**config.mk**
```make
export PLATFORM = sky130hd
export DESIGN_NAME = cycle_count_reg
export DESIGN_NICKNAME = d
export VERILOG_FILES = /design/src/rtl/ccr_pkg.sv /design/src/rtl/ccr_ctrl.sv /design/src/rtl/ccr_datapath.sv /design/src/rtl/cycle_count_reg.sv
export SDC_FILE = /design/constraint.sdc
export NUM_CORES = 1
export LEC_CHECK = 0
export BUFFER_PORTS_ARGS = -buffer_cell sky130_fd_sc_hd__buf_2
export CAP_MARGIN = 30
export CORE_ASPECT_RATIO = 1.5
export CORE_MARGIN = 1.5
export CORE_UTILIZATION = 41
export CTS_BUF_LIST = sky130_fd_sc_hd__clkbuf_16
export CTS_CLUSTER_SIZE = 28
export DETAILED_ROUTE_END_ITERATION = 16
export PLACE_DENSITY = 0.86
export SYNTH_ARGS = -nofsm -noshare
export SYNTH_HDL_FRONTEND = slang
export SYNTH_SLANG_ARGS = --single-unit
```
**constraint.sdc**
```tcl
create_clock -name clk -period 1.9 [get_ports clk]
set_input_delay 0.38 -clock clk [delete_from_list [all_inputs] [get_ports clk]]
set_output_delay 0.38 -clock clk [all_outputs]
set_load 0.005 [all_outputs]
```
**src/rtl/ccr_pkg.sv**
```systemverilog
package ccr_pkg;

  // Per-cycle commands from the control module to the datapath
  typedef struct packed {
    logic loadOffset;  // take the offset half from write data
    logic loadCount;   // reload the counter from write data
    logic incr;        // advance the counter by one
  } ccrStrobe_t;

endpackage

```
**src/rtl/ccr_ctrl.sv**
```systemverilog
module ccr_ctrl
  import ccr_pkg::*;
#(
  parameter int IDX_W      = 8,
  parameter logic [IDX_W-1:0] OFFSET_IDX = 8'h10,
  parameter logic [IDX_W-1:0] CTRL_IDX   = 8'h11
) (
  input  logic             clk,
  input  logic             rstN,
  input  logic             wrEn,
  input  logic [IDX_W-1:0] wrIdx,
  input  logic             enaIn,
  output ccrStrobe_t       strobe
);

  logic hitOffset;
  logic hitCtrl;
  logic enaQ;

  assign hitOffset = wrEn && (wrIdx == OFFSET_IDX);
  assign hitCtrl   = wrEn && (wrIdx == CTRL_IDX);

  always_ff @(posedge clk) begin
    if (!rstN) begin
      enaQ <= 1'b0;
    end else if (hitCtrl) begin
      enaQ <= enaIn;
    end
  end

  // A control write takes the cycle; no increment alongside it
  always_comb begin
    strobe.loadOffset = hitOffset;
    strobe.loadCount  = hitCtrl;
    strobe.incr       = enaQ && !hitCtrl;
  end


  load_exclusive_chk: assert property (@(posedge clk) disable iff (!rstN)
    $onehot0({strobe.loadOffset, strobe.loadCount}));


  ena_follow_chk: assert property (@(posedge clk) disable iff (!rstN)
    hitCtrl |=> (enaQ == $past(enaIn)));


  ena_keep_chk: assert property (@(posedge clk) disable iff (!rstN)
    !hitCtrl |=> $stable(enaQ));


  no_incr_on_load_chk: assert property (@(posedge clk) disable iff (!rstN)
    strobe.loadCount |-> !strobe.incr);

endmodule

```
**src/rtl/ccr_datapath.sv**
```systemverilog
module ccr_datapath
  import ccr_pkg::*;
#(
  parameter int CNT_W    = 32,
  parameter int OFF_W    = 32,
  parameter int LOAD_LSB = 4,
  localparam int DATA_W  = CNT_W + OFF_W
) (
  input  logic              clk,
  input  logic              rstN,
  input  ccrStrobe_t        strobe,
  input  logic [DATA_W-1:0] wrData,
  output logic [CNT_W-1:0]  countQ,
  output logic [OFF_W-1:0]  offsetQ
);

  localparam logic [LOAD_LSB-1:0] LOW_ZERO = '0;

  logic [CNT_W-1:0] loadVal;
  logic             unusedLowBits;

  assign loadVal       = {wrData[CNT_W-1:LOAD_LSB], LOW_ZERO};
  assign unusedLowBits = ^wrData[LOAD_LSB-1:0];

  always_ff @(posedge clk) begin
    if (!rstN) begin
      countQ <= '0;
    end else if (strobe.loadCount) begin
      countQ <= loadVal;
    end else if (strobe.incr) begin
      countQ <= countQ + CNT_W'(1);
    end
  end

  always_ff @(posedge clk) begin
    if (!rstN) begin
      offsetQ <= '0;
    end else if (strobe.loadOffset) begin
      offsetQ <= wrData[DATA_W-1:CNT_W];
    end
  end


  count_step_chk: assert property (@(posedge clk) disable iff (!rstN)
    (strobe.incr && !strobe.loadCount) |=> (countQ == $past(countQ) + CNT_W'(1)));


  count_hold_chk: assert property (@(posedge clk) disable iff (!rstN)
    (!strobe.incr && !strobe.loadCount) |=> $stable(countQ));


  ctrl_load_chk: assert property (@(posedge clk) disable iff (!rstN)
    strobe.loadCount |=> (countQ[LOAD_LSB-1:0] == LOW_ZERO) &&
      (countQ[CNT_W-1:LOAD_LSB] == $past(wrData[CNT_W-1:LOAD_LSB])));


  no_overflow_chk: assert property (@(posedge clk) disable iff (!rstN)
    (strobe.incr && !strobe.loadCount && !strobe.loadOffset && (&countQ))
      |=> (countQ == '0) && $stable(offsetQ));


  offset_keep_chk: assert property (@(posedge clk) disable iff (!rstN)
    !strobe.loadOffset |=> $stable(offsetQ));

endmodule

```
**src/rtl/cycle_count_reg.sv**
```systemverilog
module cycle_count_reg
  import ccr_pkg::*;
#(
  parameter int DATA_W   = 64,
  parameter int IDX_W    = 8,
  parameter int LOAD_LSB = 4,
  parameter logic [IDX_W-1:0] OFFSET_IDX = 8'h10,
  parameter logic [IDX_W-1:0] CTRL_IDX   = 8'h11
) (
  input  logic              clk,
  input  logic              rstN,
  input  logic              wrEn,
  input  logic [IDX_W-1:0]  wrIdx,
  input  logic [DATA_W-1:0] wrData,
  output logic [DATA_W-1:0] rdData
);

  localparam int CNT_W   = DATA_W / 2;
  localparam int OFF_W   = DATA_W - CNT_W;
  localparam int ENA_BIT = CNT_W;

  ccrStrobe_t       strobe;
  logic [CNT_W-1:0] countQ;
  logic [OFF_W-1:0] offsetQ;

  ccr_ctrl #(
    .IDX_W      (IDX_W),
    .OFFSET_IDX (OFFSET_IDX),
    .CTRL_IDX   (CTRL_IDX)
  ) i_ctrl (
    .clk    (clk),
    .rstN   (rstN),
    .wrEn   (wrEn),
    .wrIdx  (wrIdx),
    .enaIn  (wrData[ENA_BIT]),
    .strobe (strobe)
  );

  ccr_datapath #(
    .CNT_W    (CNT_W),
    .OFF_W    (OFF_W),
    .LOAD_LSB (LOAD_LSB)
  ) i_datapath (
    .clk     (clk),
    .rstN    (rstN),
    .strobe  (strobe),
    .wrData  (wrData),
    .countQ  (countQ),
    .offsetQ (offsetQ)
  );

  assign rdData = {offsetQ, countQ};

endmodule

```
== Word-level counts from Yosys, hierarchy flattened ==
Cells that the tools add are included.
Storage, ports and cells
  bits in latches: 0
  ROM bits: 0
  word-level logic and storage cells: 16
  bits in writable memories: 0
  input bits: 75
  flip-flop bits (word level): 65
  memories kept: 0
  output and inout bits: 64
Operators by class
  multipliers: 0
  div/mod/pow operators: 0
  $lt $le $gt $ge: 0
  bitwise gates (word level): 1
  reduce and logical (&&, ||, !) cells: 6
  multiplexer cells: 2
  eq/ne operators: 2
  $add $sub $neg: 1
  shifts and indexed selects: 0
Operators by type and width (count)
  32-bit 2-to-1 mux: 2
  32-bit by 1-bit adder with 32-bit output (second input constant): 1
  8-bit by 5-bit equality test with 1-bit output (second input constant): 2
  1-bit logical AND: 3
  2-bit nonzero test: 1
  2-bit OR reduction: 1
  1-bit zero test: 1
  1-bit inverter: 1

== Depth between registers and ports, before layout ==
  depth after elaboration: 6
  depth in mapped cells: 7
  gate-level depth less buffers: 6

== By module ==
A second synthesis with hierarchy kept.
Unflattened totals
  cell total of the unflattened synthesis: 369
  area, all modules: 3316.9 µm²
By module, submodules not included
  ccr_datapath: seq. area each 1281.2 µm², instances 1, cells each 356, area each 3189.3 µm²
  ccr_ctrl: seq. area each 20.0 µm², instances 1, cells each 13, area each 127.6 µm²

== Least setup slack after synthesis ==
Ideal clock, no wire load.
  path type: in2reg
  start point: input wrIdx[1]
  end point: register i_datapath.offsetQ[11]
  stages on the path: 6
  path slack: 0.022 ns
  buffers on the path: 2
  required time: 1.768 ns
  setup time: 0.132 ns
  arrival time: 1.746 ns
  path through: or4_1 or3_1 clkbuf_1 clkbuf_1 nand2_1 a21oi_1
On the way
  cells in the longest elaborated chain, start to end: 2
Ends and longest elaborated chain
  from (decl): RTL line cycle_count_reg.sv:13  | input logic [IDX_W-1:0] wrIdx,
  8-bit by 5-bit equality test with 1-bit output: RTL line ccr_ctrl.sv:20  | assign hitOffset = wrEn && (wrIdx == OFFSET_IDX);
  1-bit logical AND: RTL line ccr_ctrl.sv:20
  to (signal assigned): RTL line ccr_datapath.sv:39  | offsetQ <= wrData[DATA_W-1:CNT_W];
  to (decl): RTL line ccr_datapath.sv:14  | output logic [OFF_W-1:0] offsetQ
Every way passes these cells.
A chain may end at the register's enable or synchronous reset.

== Worst setup path in the final report ==
  start point: register i_datapath.countQ[5]
  end point: register i_datapath.countQ[31]
On the way
  cells in the longest elaborated chain, start to end: 3
Ends and longest elaborated chain
  from (decl): RTL line ccr_datapath.sv:13  | output logic [CNT_W-1:0] countQ,
  from (signal assigned): RTL line ccr_datapath.sv:29  | countQ <= loadVal;
  from (signal assigned): RTL line ccr_datapath.sv:31  | countQ <= countQ + CNT_W'(1);
  32-bit by 1-bit adder with 32-bit output: RTL line ccr_datapath.sv:31
  32-bit 2-to-1 mux: RTL line ccr_datapath.sv:30  | end else if (strobe.incr) begin
  32-bit 2-to-1 mux: RTL line ccr_datapath.sv:28  | end else if (strobe.loadCount) begin
Every way passes these cells. The select of a mux whose other input is x is not followed.

==> metrics.txt <==
Avg Cell Area, Syn 8.147 µm²; CTS hold repair buffers 0; clock-pin slew on the worst setup and hold paths 50 ps; Skew-Pair Late Insertion Delay 320 ps; Die Wd 70.90 µm; Unique masters post-synth 33; PortBufs 134; max cap viols 0; DR vias/cell 5.123; slowest stage delay, CP 640 ps; Highest Clock Rate 553.0 MHz; register area 1301 µm²; First DRT Iteration DRCs 98; sequential element share of the synthesized area 45.90%; crit start category flip-flop; Final Slew Violations 0; Arr. time, crit path 2010 ps; RSZ-0062 raised after global routing false; predominant post-synthesis flop cell dfxtp_1; r2r setup slk 90 ps; initial antenna violation count 0; row cnt 36; global-route wire length before repair 11,850 µm; Vias 2,920; antenna fix cells 0; min cycle time layout 1808 ps; antenna-violating nets left 0; CP required 2100 ps; clock share of power 48.5%; Ports 139; PostCTS Resize Cnt 0; Wirelength per Cell 13.04 µm; CTS max path bufs 2; cells along the critical path nand4_1 -> or4_4 -> nor4b_4 -> xnor2_1 -> a21oi_1; status finished clean; Hold Path Class in2reg; clock skew 3.550 ps; Max IR drop VDD 0.0005726 V; cell with the most instances after synthesis nand2_1; setup TNS 0 ps; internal power 2.283 mW; number of flops mapped to enable cells by yosys 0; Starting Density 43.11%; Fill cells 561; Max FO, Critical Path 5; Period Utilization, post-route 95.18%; TritonCTS Sinks 65; Worst Setup End Kind flip-flop; Power Total 2.877 mW; synthesized flop and latch total 65; Setup Viol. Count Final 0; Yosys top cell by area dfxtp_1; CP max-delay cell or4_4; vias in the first global route 2,624; chip height 104.8 µm; Mapped Cells 348; largest net degree at the start of global routing 59; YS warnings 0; Placer Congestion 0.8468; share of cells above drive strength 1 35.22%; # Post-CTS Setup Buffers 0; Async S/R FF share, synth 0%; top cell type's share of synthesized area 45.90%; synthesized cell area 2835 µm²; TritonCTS buffer count 9; Reg power frac 47.6%; TritonCTS clock tree done; total wire length 7432 µm; CTS root buffer clkbuf_16; DRT Pass-1 Iters 4; commonest cells in the netlist nand2_1, dfxtp_1, a21oi_1, nor2_1, o21ai_0; Least-Margin Pin Slew 414.9 ps; Final Hold Fails 0; grt ovf 0; die area 7433 µm²; Logic pwr share 3.9%; Crit Path Class reg2reg; Mapped Nets 424; core area 6576 µm²; area of the multi-input gates 1443 µm²; Detailed Place HPWL 5473 µm; leakage 1.738 nW; Slew HR 72.34%; # H-tree levels 3; layout net count 565; sw frac 20.65%; Area Growth Syn to Fin 39.28%; GR Util All Layers 19.94%; Power Density 728.5 nW/µm²; Psw 0.5941 mW; DRC Markers 0; synth top area cells dfxtp_1, nand2_1, a21oi_1, xor2_1, xnor2_1
## worst max-delay path: cells and delay by family (launching register included)
| family | cells | cell delay, ps |
|---|---|---|
| AOI/OAI and AO/OA | 1 | 80 |
| DFF | 1 | 370 |
| and+or+nand+nor | 3 | 1100 |
| xor gates and xnor gates | 1 | 150 |
## metal layers
metal	vias up	global-route usage [%]	share of wire, %
met5	-	0	0
met1	1303	20.55	39
met2	127	37.25	53
met4	0	8.356	1.8
li1	1477	-	-
met3	13	4.822	6.9
## path summary, 6_finish.rpt
check	startpoint	endpoint	cells past startpoint
worst max-delay path	i_datapath.countQ[5]$_SDFFE_PN0P_	i_datapath.countQ[31]$_SDFFE_PN0P_	5
worst min-delay path	wrData[38]	i_datapath.offsetQ[6]$_SDFFE_PN0P_	3
worst max register to register	i_datapath.countQ[5]$_SDFFE_PN0P_	i_datapath.countQ[31]$_SDFFE_PN0P_	5
worst min register to register	i_datapath.offsetQ[28]$_SDFFE_PN0P_	i_datapath.offsetQ[28]$_SDFFE_PN0P_	2
## layout by cell type (no fill, tap or decap), types with 4 or more instances in the layout
cell type / synthesis / layout
buf_4: 0 / 15
nor2_1: 23 / 22
xnor2_1: 14 / 14
clkbuf_16: 0 / 9
nand3_1: 8 / 8
buf_2: 9 / 134
o21ai_0: 20 / 20
xor2_1: 16 / 16
nand2_1: 76 / 76
and3_1: 4 / 4
inv_1: 2 / 4
a21oi_1: 50 / 50
dfxtp_1: 65 / 65
nand4_1: 13 / 13
a211oi_1: 9 / 9
## area by class of cell
| class | count | share of cell area (%) |
|---|---|---|
| multi-input combinational | 258 | 36.53 |
| sequential | 65 | 32.95 |
| timing repair buffer | 152 | 21.36 |
| clock buffer | 9 | 5.703 |
| tap | 76 | 2.408 |
| clock inverter | 7 | 0.7605 |
| inverter | 3 | 0.2852 |
## logic make-up after synthesis
kind of cell / Yosys count / synth area share [%]
flops: 65 / 45.90
mux: 2 / 0.7061
fa+ha+maj: 1 / 0.4412
buf+inv: 25 / 3.707
compound gates: 80 / 14.96
xor+xnor: 30 / 9.267
simple gates: 145 / 25.02
## power by group through the flow
stage	combinational (mW)	sequential, mW	clock (mW)
3_3_place_gp	0.112	1.40	0
4_1_cts	0.115	1.37	1.43
5_1_grt	0.124	1.37	1.50
6_report	0.113	1.37	1.40
2_1_floorplan	0.0317	1.40	0
3_5_place_dp	0.114	1.40	0
## through the flow
| step | hold WS [ps] | area (µm²) | utilization, % | instances | setup WS (ps) |
|---|---|---|---|---|---|
| after floorplan | 452.7 | 2835 | - | 348 | 21.62 |
| after global routing | 288.6 | 3949 | 60.05 | 570 | 8.151 |
| after detailed placement | 445.5 | 3686 | 56.05 | 554 | -95.31 |
| after CTS | 285.5 | 3941 | 59.93 | 570 | 81.05 |
| after global placement | 438.2 | 3686 | 56.05 | 554 | -56.37 |
| final | 297.7 | 3949 | 60.05 | 570 | 91.59 |
## state kept, by name (all words and copies together) (netlist names)
register / count
i_ctrl.enaQ: 1
i_datapath.countQ: 32
i_datapath.offsetQ: 32
Power figures use the tool's default switching activity.
